**src/rtl/coh_pkg.sv**
```systemverilog
// Package: shared encodings for the snooping coherence controller.
// Assumes two-bit command and state fields throughout the block.
package coh_pkg;

    typedef enum logic [1:0] {
        LS_INV = 2'd0,
        LS_SHR = 2'd1,
        LS_EXC = 2'd2
    } line_st_e;

    typedef enum logic [1:0] {
        BC_NONE = 2'd0,
        BC_RD   = 2'd1,
        BC_RDX  = 2'd2,
        BC_WB   = 2'd3
    } bus_cmd_e;

    typedef enum logic [1:0] {
        FS_IDLE = 2'd0,
        FS_WB   = 2'd1,
        FS_MISS = 2'd2,
        FS_RESP = 2'd3
    } fsm_st_e;

endpackage

```
**src/rtl/coh_line_store.sv**
```systemverilog
// Module: line store for the direct-mapped cache (state, tag, data per line).
// Two combinational read ports: one for the processor index, one for the
// snooped index. Two write ports: a full-line write from the request FSM
// and a state-only write from the snoop unit. Assumes the two never target
// the same line in one cycle; when they do, the snoop write takes priority.
module coh_line_store
    import coh_pkg::*;
#(
    parameter int LINES  = 16,
    parameter int TAG_W  = 6,
    parameter int DATA_W = 32,
    localparam int IDX_W = $clog2(LINES)
) (
    input  logic              clk,
    input  logic              rst_n,
    input  logic [IDX_W-1:0]  rda_idx_i,
    output line_st_e          rda_st_o,
    output logic [TAG_W-1:0]  rda_tag_o,
    output logic [DATA_W-1:0] rda_data_o,
    input  logic [IDX_W-1:0]  rdb_idx_i,
    output line_st_e          rdb_st_o,
    output logic [TAG_W-1:0]  rdb_tag_o,
    output logic [DATA_W-1:0] rdb_data_o,
    input  logic              wr_en_i,
    input  logic [IDX_W-1:0]  wr_idx_i,
    input  line_st_e          wr_st_i,
    input  logic [TAG_W-1:0]  wr_tag_i,
    input  logic [DATA_W-1:0] wr_data_i,
    input  logic              sw_en_i,
    input  logic [IDX_W-1:0]  sw_idx_i,
    input  line_st_e          sw_st_i
);

    line_st_e          st_q   [LINES];
    logic [TAG_W-1:0]  tag_q  [LINES];
    logic [DATA_W-1:0] data_q [LINES];

    for (genvar g = 0; g < LINES; g++) begin : g_line
        // Line state: reset to Invalid, snoop update over FSM update.
        always_ff @(posedge clk) begin
            if (!rst_n) begin
                st_q[g] <= LS_INV;
            end else if (sw_en_i && sw_idx_i == IDX_W'(g)) begin
                st_q[g] <= sw_st_i;
            end else if (wr_en_i && wr_idx_i == IDX_W'(g)) begin
                st_q[g] <= wr_st_i;
            end
        end

        // Tag and data: written only by the request FSM.
        always_ff @(posedge clk) begin
            if (!rst_n) begin
                tag_q[g]  <= '0;
                data_q[g] <= '0;
            end else if (wr_en_i && wr_idx_i == IDX_W'(g)) begin
                tag_q[g]  <= wr_tag_i;
                data_q[g] <= wr_data_i;
            end
        end
    end

    // Read ports: plain indexed lookups.
    always_comb begin
        rda_st_o   = st_q[rda_idx_i];
        rda_tag_o  = tag_q[rda_idx_i];
        rda_data_o = data_q[rda_idx_i];
        rdb_st_o   = st_q[rdb_idx_i];
        rdb_tag_o  = tag_q[rdb_idx_i];
        rdb_data_o = data_q[rdb_idx_i];
    end

    AST_NO_PORT_COLLIDE: assert property (@(posedge clk) disable iff (!rst_n)
        !(sw_en_i && wr_en_i && sw_idx_i == wr_idx_i));

    AST_SNOOP_APPLIED: assert property (@(posedge clk) disable iff (!rst_n)
        sw_en_i |=> st_q[$past(sw_idx_i)] == $past(sw_st_i));

endmodule

```
**src/rtl/coh_snoop_unit.sv**
```systemverilog
// Module: snoop responder. Looks at another cache's bus transaction and the
// line at the snooped index, and decides on intervention and the line's new
// state. Purely combinational; assumes write-backs from peers need no action.
module coh_snoop_unit
    import coh_pkg::*;
#(
    parameter int TAG_W  = 6,
    parameter int DATA_W = 32
) (
    input  logic              snp_valid_i,
    input  bus_cmd_e          snp_cmd_i,
    input  logic [TAG_W-1:0]  snp_tag_i,
    input  line_st_e          line_st_i,
    input  logic [TAG_W-1:0]  line_tag_i,
    input  logic [DATA_W-1:0] line_data_i,
    output logic              upd_en_o,
    output line_st_e          upd_st_o,
    output logic              intervene_o,
    output logic [DATA_W-1:0] data_o
);

    logic match;

    // Match: a valid peer transaction to a block this cache holds.
    always_comb begin
        match = snp_valid_i && (line_st_i != LS_INV) && (line_tag_i == snp_tag_i);
    end

    // Response: read miss downgrades an owner, write miss kills any copy.
    always_comb begin
        upd_en_o    = 1'b0;
        upd_st_o    = line_st_i;
        intervene_o = 1'b0;
        if (match) begin
            unique case (snp_cmd_i)
                BC_RD: begin
                    if (line_st_i == LS_EXC) begin
                        upd_en_o    = 1'b1;
                        upd_st_o    = LS_SHR;
                        intervene_o = 1'b1;
                    end
                end
                BC_RDX: begin
                    upd_en_o    = 1'b1;
                    upd_st_o    = LS_INV;
                    intervene_o = (line_st_i == LS_EXC);
                end
                default: ;
            endcase
        end
        data_o = intervene_o ? line_data_i : '0;
    end

endmodule

```
**src/rtl/coh_req_fsm.sv**
```systemverilog
// Module: processor-request sequencer. Serves hits at once. On a miss it
// arbitrates, optionally writes back a dirty victim, then issues the miss and
// fills the line. Assumes the processor holds its request until done, that the
// bus is atomic, and that grant and a peer snoop never share a cycle.
module coh_req_fsm
    import coh_pkg::*;
#(
    parameter int TAG_W  = 6,
    parameter int DATA_W = 32,
    parameter int IDX_W  = 4,
    localparam int ADDR_W = TAG_W + IDX_W
) (
    input  logic              clk,
    input  logic              rst_n,
    input  logic              cpu_valid_i,
    input  logic              cpu_we_i,
    input  logic [TAG_W-1:0]  cpu_tag_i,
    input  logic [IDX_W-1:0]  cpu_idx_i,
    input  logic [DATA_W-1:0] cpu_wdata_i,
    output logic              cpu_done_o,
    output logic              cpu_miss_o,
    output logic [DATA_W-1:0] cpu_rdata_o,
    input  line_st_e          line_st_i,
    input  logic [TAG_W-1:0]  line_tag_i,
    input  logic [DATA_W-1:0] line_data_i,
    input  logic              snp_chg_i,
    input  logic [IDX_W-1:0]  snp_idx_i,
    output logic              bus_req_o,
    input  logic              bus_gnt_i,
    output logic              bus_valid_o,
    output bus_cmd_e          bus_cmd_o,
    output logic [ADDR_W-1:0] bus_addr_o,
    output logic [DATA_W-1:0] bus_wdata_o,
    input  logic [DATA_W-1:0] bus_rdata_i,
    output logic              wr_en_o,
    output line_st_e          wr_st_o,
    output logic [TAG_W-1:0]  wr_tag_o,
    output logic [DATA_W-1:0] wr_data_o
);

    fsm_st_e st_q, st_d;
    logic    pend_hit, tag_eq, hit_ok, waiting;

    // Lookup: does the held line satisfy the request, and is it being snooped.
    always_comb begin
        tag_eq   = (line_tag_i == cpu_tag_i) && (line_st_i != LS_INV);
        hit_ok   = tag_eq && (!cpu_we_i || line_st_i == LS_EXC);
        pend_hit = snp_chg_i && (snp_idx_i == cpu_idx_i);
        waiting  = (st_q == FS_WB) || (st_q == FS_MISS);
    end

    // Sequencer: next state, bus drive and line update.
    always_comb begin
        st_d        = st_q;
        cpu_done_o  = 1'b0;
        cpu_miss_o  = 1'b0;
        bus_req_o   = 1'b0;
        bus_valid_o = 1'b0;
        bus_cmd_o   = BC_NONE;
        bus_addr_o  = '0;
        bus_wdata_o = '0;
        wr_en_o     = 1'b0;
        wr_st_o     = line_st_i;
        wr_tag_o    = line_tag_i;
        wr_data_o   = line_data_i;
        unique case (st_q)
            FS_IDLE: begin
                if (cpu_valid_i && !pend_hit) begin
                    if (hit_ok) begin
                        cpu_done_o = 1'b1;
                        if (cpu_we_i) begin
                            wr_en_o   = 1'b1;
                            wr_st_o   = LS_EXC;
                            wr_data_o = cpu_wdata_i;
                        end
                    end else begin
                        cpu_miss_o = 1'b1;
                        st_d = (line_st_i == LS_EXC && line_tag_i != cpu_tag_i) ? FS_WB : FS_MISS;
                    end
                end
            end
            FS_WB: begin
                bus_req_o = 1'b1;
                if (pend_hit) begin
                    st_d = FS_IDLE;
                end else if (bus_gnt_i) begin
                    bus_valid_o = 1'b1;
                    bus_cmd_o   = BC_WB;
                    bus_addr_o  = {line_tag_i, cpu_idx_i};
                    bus_wdata_o = line_data_i;
                    wr_en_o     = 1'b1;
                    wr_st_o     = LS_INV;
                    st_d        = FS_MISS;
                end
            end
            FS_MISS: begin
                bus_req_o = 1'b1;
                if (pend_hit) begin
                    st_d = FS_IDLE;
                end else if (bus_gnt_i) begin
                    bus_valid_o = 1'b1;
                    bus_cmd_o   = cpu_we_i ? BC_RDX : BC_RD;
                    bus_addr_o  = {cpu_tag_i, cpu_idx_i};
                    wr_en_o     = 1'b1;
                    wr_st_o     = cpu_we_i ? LS_EXC : LS_SHR;
                    wr_tag_o    = cpu_tag_i;
                    wr_data_o   = cpu_we_i ? cpu_wdata_i : bus_rdata_i;
                    st_d        = FS_RESP;
                end
            end
            FS_RESP: begin
                cpu_done_o = 1'b1;
                st_d       = FS_IDLE;
            end
            default: st_d = FS_IDLE;
        endcase
        cpu_rdata_o = cpu_done_o ? line_data_i : '0;
    end

    // State register.
    always_ff @(posedge clk) begin
        if (!rst_n) st_q <= FS_IDLE;
        else        st_q <= st_d;
    end

    AST_WRITE_HIT_OWNED: assert property (@(posedge clk) disable iff (!rst_n)
        (st_q == FS_IDLE && cpu_done_o && cpu_we_i) |-> line_st_i == LS_EXC);

    AST_RD_FILL_SHARED: assert property (@(posedge clk) disable iff (!rst_n)
        (bus_valid_o && bus_cmd_o == BC_RD) |=> line_st_i == LS_SHR);

    AST_RDX_FILL_OWNED: assert property (@(posedge clk) disable iff (!rst_n)
        (bus_valid_o && bus_cmd_o == BC_RDX) |=> line_st_i == LS_EXC);

    AST_HIT_NO_BUS: assert property (@(posedge clk) disable iff (!rst_n)
        (st_q == FS_IDLE && cpu_done_o) |-> !bus_valid_o);

    AST_VICTIM_RELEASED: assert property (@(posedge clk) disable iff (!rst_n)
        (bus_valid_o && bus_cmd_o == BC_WB) |=> line_st_i == LS_INV);

    AST_WAIT_FROZEN: assert property (@(posedge clk) disable iff (!rst_n)
        (waiting && !bus_gnt_i && !pend_hit) |=> $stable(line_st_i));

    AST_RESTART_DROPS_REQ: assert property (@(posedge clk) disable iff (!rst_n)
        (waiting && pend_hit) |=> !bus_req_o);

endmodule

```
**src/rtl/snoop_coh_ctrl.sv**
```systemverilog
// Module: top of the per-cache snooping coherence controller. Splits the
// addresses into tag and index, connects the line store to the request
// sequencer and the snoop responder, and exposes processor and bus ports.
// Assumes an external arbiter and an atomic bus where each granted
// transaction takes one cycle.
module snoop_coh_ctrl
    import coh_pkg::*;
#(
    parameter int ADDR_W = 10,
    parameter int DATA_W = 32,
    parameter int LINES  = 16,
    localparam int IDX_W = $clog2(LINES),
    localparam int TAG_W = ADDR_W - IDX_W
) (
    input  logic              clk,
    input  logic              rst_n,
    input  logic              cpu_valid_i,
    input  logic              cpu_we_i,
    input  logic [ADDR_W-1:0] cpu_addr_i,
    input  logic [DATA_W-1:0] cpu_wdata_i,
    output logic              cpu_done_o,
    output logic              cpu_miss_o,
    output logic              cpu_stall_o,
    output logic [DATA_W-1:0] cpu_rdata_o,
    output logic              bus_req_o,
    input  logic              bus_gnt_i,
    output logic              bus_valid_o,
    output logic [1:0]        bus_cmd_o,
    output logic [ADDR_W-1:0] bus_addr_o,
    output logic [DATA_W-1:0] bus_wdata_o,
    input  logic [DATA_W-1:0] bus_rdata_i,
    input  logic              snp_valid_i,
    input  logic [1:0]        snp_cmd_i,
    input  logic [ADDR_W-1:0] snp_addr_i,
    output logic              snp_intervene_o,
    output logic [DATA_W-1:0] snp_data_o
);

    logic [IDX_W-1:0]  cpu_idx, snp_idx, wr_idx;
    logic [TAG_W-1:0]  cpu_tag, snp_tag;
    line_st_e          la_st, lb_st, wr_st, sw_st;
    logic [TAG_W-1:0]  la_tag, lb_tag, wr_tag;
    logic [DATA_W-1:0] la_data, lb_data, wr_data;
    logic              wr_en, sw_en;
    bus_cmd_e          own_cmd;

    // Address split: low bits index the line, high bits form the tag.
    always_comb begin
        cpu_idx     = cpu_addr_i[IDX_W-1:0];
        cpu_tag     = cpu_addr_i[ADDR_W-1:IDX_W];
        snp_idx     = snp_addr_i[IDX_W-1:0];
        snp_tag     = snp_addr_i[ADDR_W-1:IDX_W];
        wr_idx      = cpu_idx;
        bus_cmd_o   = own_cmd;
        cpu_stall_o = cpu_valid_i && !cpu_done_o;
    end

    coh_line_store #(.LINES(LINES), .TAG_W(TAG_W), .DATA_W(DATA_W)) u_store (
        .clk        (clk),
        .rst_n      (rst_n),
        .rda_idx_i  (cpu_idx),
        .rda_st_o   (la_st),
        .rda_tag_o  (la_tag),
        .rda_data_o (la_data),
        .rdb_idx_i  (snp_idx),
        .rdb_st_o   (lb_st),
        .rdb_tag_o  (lb_tag),
        .rdb_data_o (lb_data),
        .wr_en_i    (wr_en),
        .wr_idx_i   (wr_idx),
        .wr_st_i    (wr_st),
        .wr_tag_i   (wr_tag),
        .wr_data_i  (wr_data),
        .sw_en_i    (sw_en),
        .sw_idx_i   (snp_idx),
        .sw_st_i    (sw_st)
    );

    coh_snoop_unit #(.TAG_W(TAG_W), .DATA_W(DATA_W)) u_snoop (
        .snp_valid_i (snp_valid_i),
        .snp_cmd_i   (bus_cmd_e'(snp_cmd_i)),
        .snp_tag_i   (snp_tag),
        .line_st_i   (lb_st),
        .line_tag_i  (lb_tag),
        .line_data_i (lb_data),
        .upd_en_o    (sw_en),
        .upd_st_o    (sw_st),
        .intervene_o (snp_intervene_o),
        .data_o      (snp_data_o)
    );

    coh_req_fsm #(.TAG_W(TAG_W), .DATA_W(DATA_W), .IDX_W(IDX_W)) u_fsm (
        .clk         (clk),
        .rst_n       (rst_n),
        .cpu_valid_i (cpu_valid_i),
        .cpu_we_i    (cpu_we_i),
        .cpu_tag_i   (cpu_tag),
        .cpu_idx_i   (cpu_idx),
        .cpu_wdata_i (cpu_wdata_i),
        .cpu_done_o  (cpu_done_o),
        .cpu_miss_o  (cpu_miss_o),
        .cpu_rdata_o (cpu_rdata_o),
        .line_st_i   (la_st),
        .line_tag_i  (la_tag),
        .line_data_i (la_data),
        .snp_chg_i   (sw_en),
        .snp_idx_i   (snp_idx),
        .bus_req_o   (bus_req_o),
        .bus_gnt_i   (bus_gnt_i),
        .bus_valid_o (bus_valid_o),
        .bus_cmd_o   (own_cmd),
        .bus_addr_o  (bus_addr_o),
        .bus_wdata_o (bus_wdata_o),
        .bus_rdata_i (bus_rdata_i),
        .wr_en_o     (wr_en),
        .wr_st_o     (wr_st),
        .wr_tag_o    (wr_tag),
        .wr_data_o   (wr_data)
    );

    AST_QUIET_SNOOP_DATA: assert property (@(posedge clk) disable iff (!rst_n)
        !snp_intervene_o |-> snp_data_o == '0);

    AST_INTERVENE_ON_MISS_ONLY: assert property (@(posedge clk) disable iff (!rst_n)
        snp_intervene_o |-> (snp_valid_i && snp_cmd_i != 2'd3));

    AST_RESET_IDLE: assert property (@(posedge clk)
        $past(!rst_n) |-> (!bus_req_o && !cpu_done_o));

endmodule

```
**config.mk**
```make
export PLATFORM = sky130hd
export DESIGN_NAME = snoop_coh_ctrl
export DESIGN_NICKNAME = d
export VERILOG_FILES = /design/src/rtl/coh_pkg.sv /design/src/rtl/coh_line_store.sv /design/src/rtl/coh_snoop_unit.sv /design/src/rtl/coh_req_fsm.sv /design/src/rtl/snoop_coh_ctrl.sv
export SDC_FILE = /design/constraint.sdc
export NUM_CORES = 1
export LEC_CHECK = 0
export BUFFER_PORTS_ARGS = -buffer_cell sky130_fd_sc_hd__buf_2
export CAP_MARGIN = 10
export CELL_PAD_IN_SITES_DETAIL_PLACEMENT = 1
export CELL_PAD_IN_SITES_GLOBAL_PLACEMENT = 2
export CORE_ASPECT_RATIO = 0.9
export CORE_MARGIN = 8
export CORE_UTILIZATION = 48
export DETAILED_ROUTE_END_ITERATION = 10
export PLACE_DENSITY = 0.93
export SLEW_MARGIN = 20
export SYNTH_ARGS = -nofsm -noshare
export SYNTH_HDL_FRONTEND = slang
export SYNTH_SLANG_ARGS = --single-unit
```
**constraint.sdc**
```tcl
create_clock -name clk -period 12.92 [get_ports clk]
set_input_delay 0.646 -clock clk [delete_from_list [all_inputs] [get_ports clk]]
set_output_delay 0.646 -clock clk [all_outputs]
set_load 0.02 [all_outputs]
```
==> results of run 1 <==
==> sequential cells by signal, summed over array words and instances (netlist names) <==
signal	cells
u_store.tag_q	96
u_fsm.st_q	2
u_store.data_q	512
u_store.st_q	32
==> worst min-delay path, delay by kind of cell (launching register included) <==
kind	cells	cell delay, ns
mux	1	0.06
simple gates	1	0.07
flops	1	0.34
==> metrics by stage <==
stage                     worst slack, ns  utilization  power [uW]
final                                6.31        0.539        5920
after global routing                 6.12        0.539        6060
after CTS                            5.91        0.537        5860
after detailed placement             6.01        0.507        3850
after global placement               6.07        0.506        3790
after floorplan                      6.69            -        3450
==> cell families after synthesis <==
group	share of synthesized area
fa+ha+maj	0.00207
compound gates	0.0396
flops	0.531
simple gates	0.120
buf+inv	0.0405
xor+xnor	0.00410
mux	0.263
==> per-layer routing <==
layer,share of wire,global-route usage,vias to the layer above
li1,-,-,10300
met1,0.35,0.377,13600
met2,0.49,0.515,2080
met3,0.12,0.0775,465
met4,0.052,0.133,2
met5,0.000090,0,-
==> Yosys cell counts, drive strengths merged, types with 5 or more instances <==
cell,n
a211oi,33
a22o,5
a22oi,8
a31oi,5
and2,7
and3,7
and4,32
buf,176
clkbuf,95
edfxtp,640
ha,6
inv,18
mux2,74
mux2i,70
mux4,354
nand2,100
nand2b,5
nand3,6
nand4,19
nor2,691
nor2b,46
nor3,39
o211ai,20
o21ai,51
o22ai,68
xnor2,16
==> power groups by stage <==
stage               combinational, uW  clock [uW]  sequential (uW)
floorplan                         975           0             2470
global placement                 1320           0             2480
detailed placement               1360           0             2490
CTS                              1370        2030             2450
global route                     1490        2100             2460
finish                           1430        2030             2460
==> cell type report <==
class	count	area, um^2
Clock buffer	91	1960
Clock inverter	39	317
Fill cell	7228	34500
Inverter	19	71.3
Multi-Input combinational cell	1705	15900
Sequential cell	642	19300
Tap cell	970	1210
Timing Repair Buffer	275	1620
==> worst min-delay path by stage <==
stage                    endpoint          start  cells after the start  slack, ns
finish              u_fsm.st_q[0]  u_fsm.st_q[0]                      2       0.52
global route        u_fsm.st_q[1]  u_fsm.st_q[1]                      2       0.55
CTS                 u_fsm.st_q[0]  u_fsm.st_q[0]                      2       0.52
detailed placement  u_fsm.st_q[0]  u_fsm.st_q[0]                      2       0.51
global placement    u_fsm.st_q[1]  u_fsm.st_q[1]                      2       0.48
floorplan           u_fsm.st_q[1]  u_fsm.st_q[1]                      2       0.47
==> flow_metrics.py, run 1 <==
metrics = {
    "sta": {
        "worst_pin_slew_ns": 1.16,
        "max_freq_mhz": 151,
        "period_needed_ns": 6.61,
        "clock_skew_ns": 0.0260,
        "rsz0062_at_grt": "no",
        "drv_slew": 0,
        "slew_headroom": 0.222,
        "setup_violations": 0,
        "hold_violations": 0,
        "finalCritPeriodShare": 0.512,
        "fin_hold_ws_ns": 0.517,
        "setup_tns_ns": 0,
    },
    "die": {
        "die_w_um": 306,
        "rows": 95,
        "dieArea_um2": 84600,
        "ios": 206,
        "chipHeight_um": 277,
        "core_area_um2": 74800,
        "start_util": 0.485,
    },
    "worst_setup_path": {
        "arrival_ns": 5.96,
        "end_kind": "output pin",
        "cp-endpoint": "bus_wdata_o[16]",
        "cp_cell_sequence": "buf_6, buf_4, mux4_2, mux2_2, or3_1, o2111ai_1, nand3b_2, or2_4, nand3_4, nor2_1, buf_2",
        "startpoint_type": "input port",
        "reg2regPathDepth": 10,
        "cp_num_cells": 11,
        "cp-startpoint": "snp_addr_i[1]",
        "path_max_fanout": 81,
        "rr_startpoint": "u_store.tag_q[6][5]",
        "worst_ep_required_time_ns": 12.27,
        "regToRegEndpoint": "u_store.data_q[13][12]",
        "crit_buf_inv": 3,
        "crit_family": "simple AND/OR/NAND/NOR gates",
        "path_class": "in -> out",
        "reg2reg_slack_ns": 7.41,
        "cpPeakStageDelay_ns": 0.87,
        "cp_slowest_cell": "buf_4",
    },
    "clock_network": {
        "cts_setup_buffers": 0,
        "cts-root-buf": "clkbuf_16",
        "clk_path_buf_depth": 3,
        "ctsResizeCount": 0,
        "clkSinkCount": 642,
        "cts_buffers": 71,
        "clk_pin_slew_worst_paths_ns": 0.07,
        "h-tree-depth": 3,
        "ctsHoldBuffers": 0,
        "clock_latency_ns": 0.62,
        "cts_tree": "yes",
    },
    "place": {
        "dp_hpwl_mm": 80.9,
        "placed_area_um2": 37900,
        "io_buffers": 205,
        "gp_congestion": 0.897,
        "dp.cells": 3610,
    },
    "flow_run": {
        "drv_cap": 0,
    },
    "finish": {
        "nNetsFinal": 2812,
        "final_cell_mix": "680 x nor2_1, 640 x edfxtp_1, 351 x mux4_2, 197 x buf_2, 100 x nand2_1",
        "drive_gt1_frac": 0.317,
        "layout.cells.non_filler": 3741,
        "final_area_um2": 40300,
        "antenna_cells": 0,
        "mostFrequentLayoutCell": "nor2_1",
        "area_delta_synth_final_pct": 11.1,
    },
    "power_and_ir_drop": {
        "clockPowerShare": 0.344,
        "p_sw_frac": 0.325,
        "seq_power_share": 0.415,
        "p_leak_uw": 0.0142,
        "ir_drop_mv": 0.114,
        "p_switching_uw": 1930,
        "power_frac_comb": 0.242,
        "power_density_nw_per_um2": 147,
        "internal_power_uw": 3990,
    },
    "yosys": {
        "yosysTopAreaCell": "edfxtp_1",
        "synth-seq-cells": 642,
        "netlist_top_cells_area": "edfxtp_1 53%, mux4_2 22%, nor2_1 7.0%, mux2_2 2.3%, mux2i_1 1.8%",
        "synth-edff-count": 640,
        "avgSynthCellArea_um2": 13.8,
        "ys_seq_area_frac": 0.531,
        "syn_area_um2": 36300,
        "syn-instance-count": 2637,
        "yosysTopAreaCellShare": 0.530,
        "yosys_warnings": 0,
        "synth.net_count": 2735,
        "ys.flop_type": "edfxtp_1",
        "async_reset_ff_frac": 0,
        "synth.distinct_cells": 71,
    },
    "global_route": {
        "grtUsageTotal": 0.307,
        "grt_pass1_vias": 28400,
        "grt_overflow": 0,
        "antenna_found_initial": 3,
        "grt_max_degree": 82,
        "grt_pass1_wl_mm": 194,
    },
    "routing": {
        "drt_iter0_drc": 3270,
        "wl_mm": 133,
        "firstDrtPassIters": 6,
        "route.detailed.wl_per_inst_um": 35.5,
        "vias_per_cell": 7.06,
        "ant_nets": 0,
        "vias": 26400,
        "drc": 0,
    },
    "hold_path": {
        "hp-class": "reg -> reg",
    },
    "run_status": {
        "status": "complete, no violations",
    },
}
Power figures use the tool's default switching activity.
==> run 2, diff against run 1 <==
ABC_AREA = 1   (was default)
CORE_UTILIZATION = 35   (was 48)
PLACE_DENSITY = 0.84   (was 0.93)
clock period = 5.93 ns   (was 12.92 ns; I/O delays follow)
==> run 2 against run 1 <==
  * Clock skew rose by 0.00070 ns
  * Global-route usage fell by 4.2 points
  * Sequential cell count did not move
  * Area after synthesis fell by 4.5%
  * Non-clock buffer count rose by 55
  * Power rose by 130%
  * Combinational power rose to 2.6 times the previous value
  * Sequential share of layout area rose by 1.2 points
  * Worst hold slack got worse by 0.39 ns
  * Core utilization fell by 14 points
  * Die area rose by 29%
  * Count of clock-buffer cells in the layout fell by 2
  * Critical path type is now reg -> out
==> flow_metrics.py, run 2 <==
metrics = {
    "run_status": {
        "status": "complete, no violations",
    },
    "worst_setup_path": {
        "reg2regPathDepth": 21,
        "crit_buf_inv": 2,
        "regToRegEndpoint": "u_store.data_q[5][21]",
        "crit_family": "simple AND/OR/NAND/NOR gates",
        "path_max_fanout": 22,
        "cp_slowest_cell": "nand2_2",
        "cp_cell_sequence": "nand2_1, nand2_1, nand2_1, nand2_1, nand2_1, nand2_1, o21bai_1, nand2_1, nor2_1, nand2_1, nor3_1, nand2_2, buf_4, nor2_1, buf_2",
        "end_kind": "output pin",
        "path_class": "reg -> out",
        "worst_ep_required_time_ns": 5.63,
        "arrival_ns": 4.57,
        "cpPeakStageDelay_ns": 0.76,
        "reg2reg_slack_ns": 1.84,
        "cp_common_cell": "nand2_1",
        "rr_startpoint": "u_store.st_q[9][0]",
        "startpoint_type": "flop",
    },
    "place": {
        "dp_hpwl_mm": 96.3,
        "pre_cts_ws_ns": 1.12,
        "io_buffers": 205,
        "gp_congestion": 0.898,
    },
    "yosys": {
        "synth.net_count": 3975,
        "yosysTopAreaCellShare": 0.555,
        "synth.distinct_cells": 39,
        "async_reset_ff_frac": 0,
        "synth_common_cells": "811 x nor2_1, 688 x nand2_1, 640 x edfxtp_1, 512 x o22ai_1, 334 x o21ai_0",
        "yosys_warnings": 0,
        "synth-edff-count": 640,
        "avgSynthCellArea_um2": 8.93,
        "syn-instance-count": 3877,
        "syn_area_um2": 34600,
        "synth-seq-cells": 642,
        "synth_most_common_cell": "nor2_1",
        "netlist_top_cells_area": "edfxtp_1 56%, o22ai_1 9.3%, nor2_1 8.8%, nand2_1 7.5%, o21ai_0 4.8%",
        "yosysTopAreaCell": "edfxtp_1",
        "ys_seq_area_frac": 0.556,
        "ys.flop_type": "edfxtp_1",
    },
    "clock_network": {
        "cts_buffers": 70,
        "cts-root-buf": "clkbuf_16",
        "cts_tree": "yes",
        "cts_setup_buffers": 0,
        "clk_pin_slew_worst_paths_ns": 0.06,
        "h-tree-depth": 3,
        "ctsHoldBuffers": 0,
        "ctsResizeCount": 0,
        "clkSinkCount": 642,
        "clock_latency_ns": 0.63,
        "clk_path_buf_depth": 3,
    },
    "power_and_ir_drop": {
        "p_switching_uw": 4880,
        "power_frac_comb": 0.272,
        "power_density_nw_per_um2": 343,
        "p_leak_uw": 0.0150,
        "ir_drop_mv": 0.242,
        "p_sw_frac": 0.362,
        "internal_power_uw": 8600,
        "seq_power_share": 0.400,
        "clockPowerShare": 0.328,
    },
    "routing": {
        "ant_nets": 0,
        "vias_per_cell": 6.17,
        "wl_mm": 151,
        "drt_iter0_drc": 3733,
        "firstDrtPassIters": 5,
        "route.detailed.wl_per_inst_um": 28.7,
        "drc": 0,
        "vias": 32500,
    },
    "finish": {
        "reg_top3": "u_store.data_q: 512 flops, u_store.tag_q: 96 flops, u_store.st_q: 32 flops",
        "nNetsFinal": 4028,
        "drive_gt1_frac": 0.135,
        "top_register": "u_store.data_q",
        "antenna_cells": 0,
        "final_cell_mix": "805 x nor2_1, 669 x nand2_1, 640 x edfxtp_1, 512 x o22ai_1, 334 x o21ai_0",
        "mostFrequentLayoutCell": "nor2_1",
        "area_delta_synth_final_pct": 13.6,
        "largest_reg_flops": 512,
    },
    "die": {
        "rows": 109,
        "core_area_um2": 98200,
        "die_w_um": 348,
        "chipHeight_um": 314,
        "dieArea_um2": 109000,
        "start_util": 0.353,
        "ios": 206,
    },
    "global_route": {
        "grt_pass1_vias": 32600,
        "busiest_layer": "met2",
        "grt_overflow": 0,
        "antenna_found_initial": 3,
        "grt_pass1_wl_mm": 220,
        "grtUsageTotal": 0.265,
        "use_met2": 0.428,
        "met1_usage": 0.352,
        "grt_max_degree": 129,
        "use_met3": 0.0425,
    },
    "hold_path": {
        "hp-class": "in -> reg",
        "min_to": "u_fsm.st_q[1]",
        "whs_path_depth": 3,
        "hp-start": "rst_n",
    },
    "sta": {
        "clock_skew_ns": 0.0267,
        "drv_slew": 0,
        "finalCritPeriodShare": 0.820,
        "worst_pin_slew_ns": 1.15,
        "setup_tns_ns": 0,
        "max_freq_mhz": 206,
        "slew_headroom": 0.234,
        "setup_violations": 0,
        "hold_violations": 0,
        "period_needed_ns": 4.86,
        "rsz0062_at_grt": "no",
        "worst_slack_ns": 1.07,
    },
    "flow_run": {
        "drv_cap": 0,
    },
}
## run 2: changes by cell type in the layout (fill, tap and decap cells not counted), moves of 74 or more
cell     before  now
nand2_1     100  669
o22ai_1      68  512
mux4_2      351    0
o21ai_0      33  334
nor2_1      680  805
inv_1        18  107
mux2_2       74    0
## run 2: how the worst max path moves through the flow
stage | start | endpoint | cells past startpoint
after floorplan | snp_addr_i[0] | u_store.data_q[13][0] | 22
after global placement | snp_addr_i[2] | snp_data_o[31] | 16
after detailed placement | cpu_addr_i[0] | u_store.data_q[5][15] | 20
after CTS | u_store.tag_q[11][4] | snp_data_o[31] | 15
after global routing | u_store.tag_q[9][4] | snp_data_o[31] | 15
final | u_store.tag_q[11][4] | snp_data_o[31] | 15
## run 2: logic make-up after synthesis
| kind of cell | synth area share |
|---|---|
| buf+inv | 0.0609 |
| compound gates | 0.180 |
| simple gates | 0.200 |
| xor+xnor | 0.00101 |
| fa+ha+maj | 0.00217 |
| flops | 0.556 |
## run 2: per-stage QoR
stage	util	hold slack (ns)	cell area, um^2	power, uW	cells
floorplan	-	0.491	34600	7740	3877
global placement	0.378	0.530	37100	9030	5134
detailed placement	0.378	0.549	37100	9090	5134
CTS	0.401	0.102	39300	13500	5261
global route	0.401	0.159	39300	13900	5261
finish	0.401	0.131	39300	13500	5261
## run 2: layout make-up
| class | count | area [um^2] |
|---|---|---|
| Clock buffer | 89 | 1870 |
| Clock inverter | 38 | 373 |
| Fill cell | 11400 | 58900 |
| Inverter | 124 | 483 |
| Multi-Input combinational cell | 2762 | 13400 |
| Sequential cell | 642 | 19300 |
| Tap cell | 1276 | 1600 |
| Timing Repair Buffer | 330 | 2330 |
## run 2: routing by layer
metal,share of wire,wire length [um]
met5,0.000079,12
met4,0.048,7260
met3,0.086,13000
met2,0.46,69500
met1,0.41,61300
## run 2: worst min-delay path: stages
cell	delay (ns)
buf_2	0.23
o21ai_0	0.13
a21oi_1	0.05
## run 2: power by group through the flow
stage | clock, uW | sequential, uW | combinational, uW
after floorplan | 0 | 5440 | 2310
after global placement | 0 | 5460 | 3570
after detailed placement | 0 | 5480 | 3610
after CTS | 4450 | 5380 | 3630
after global routing | 4590 | 5410 | 3870
final | 4420 | 5390 | 3670
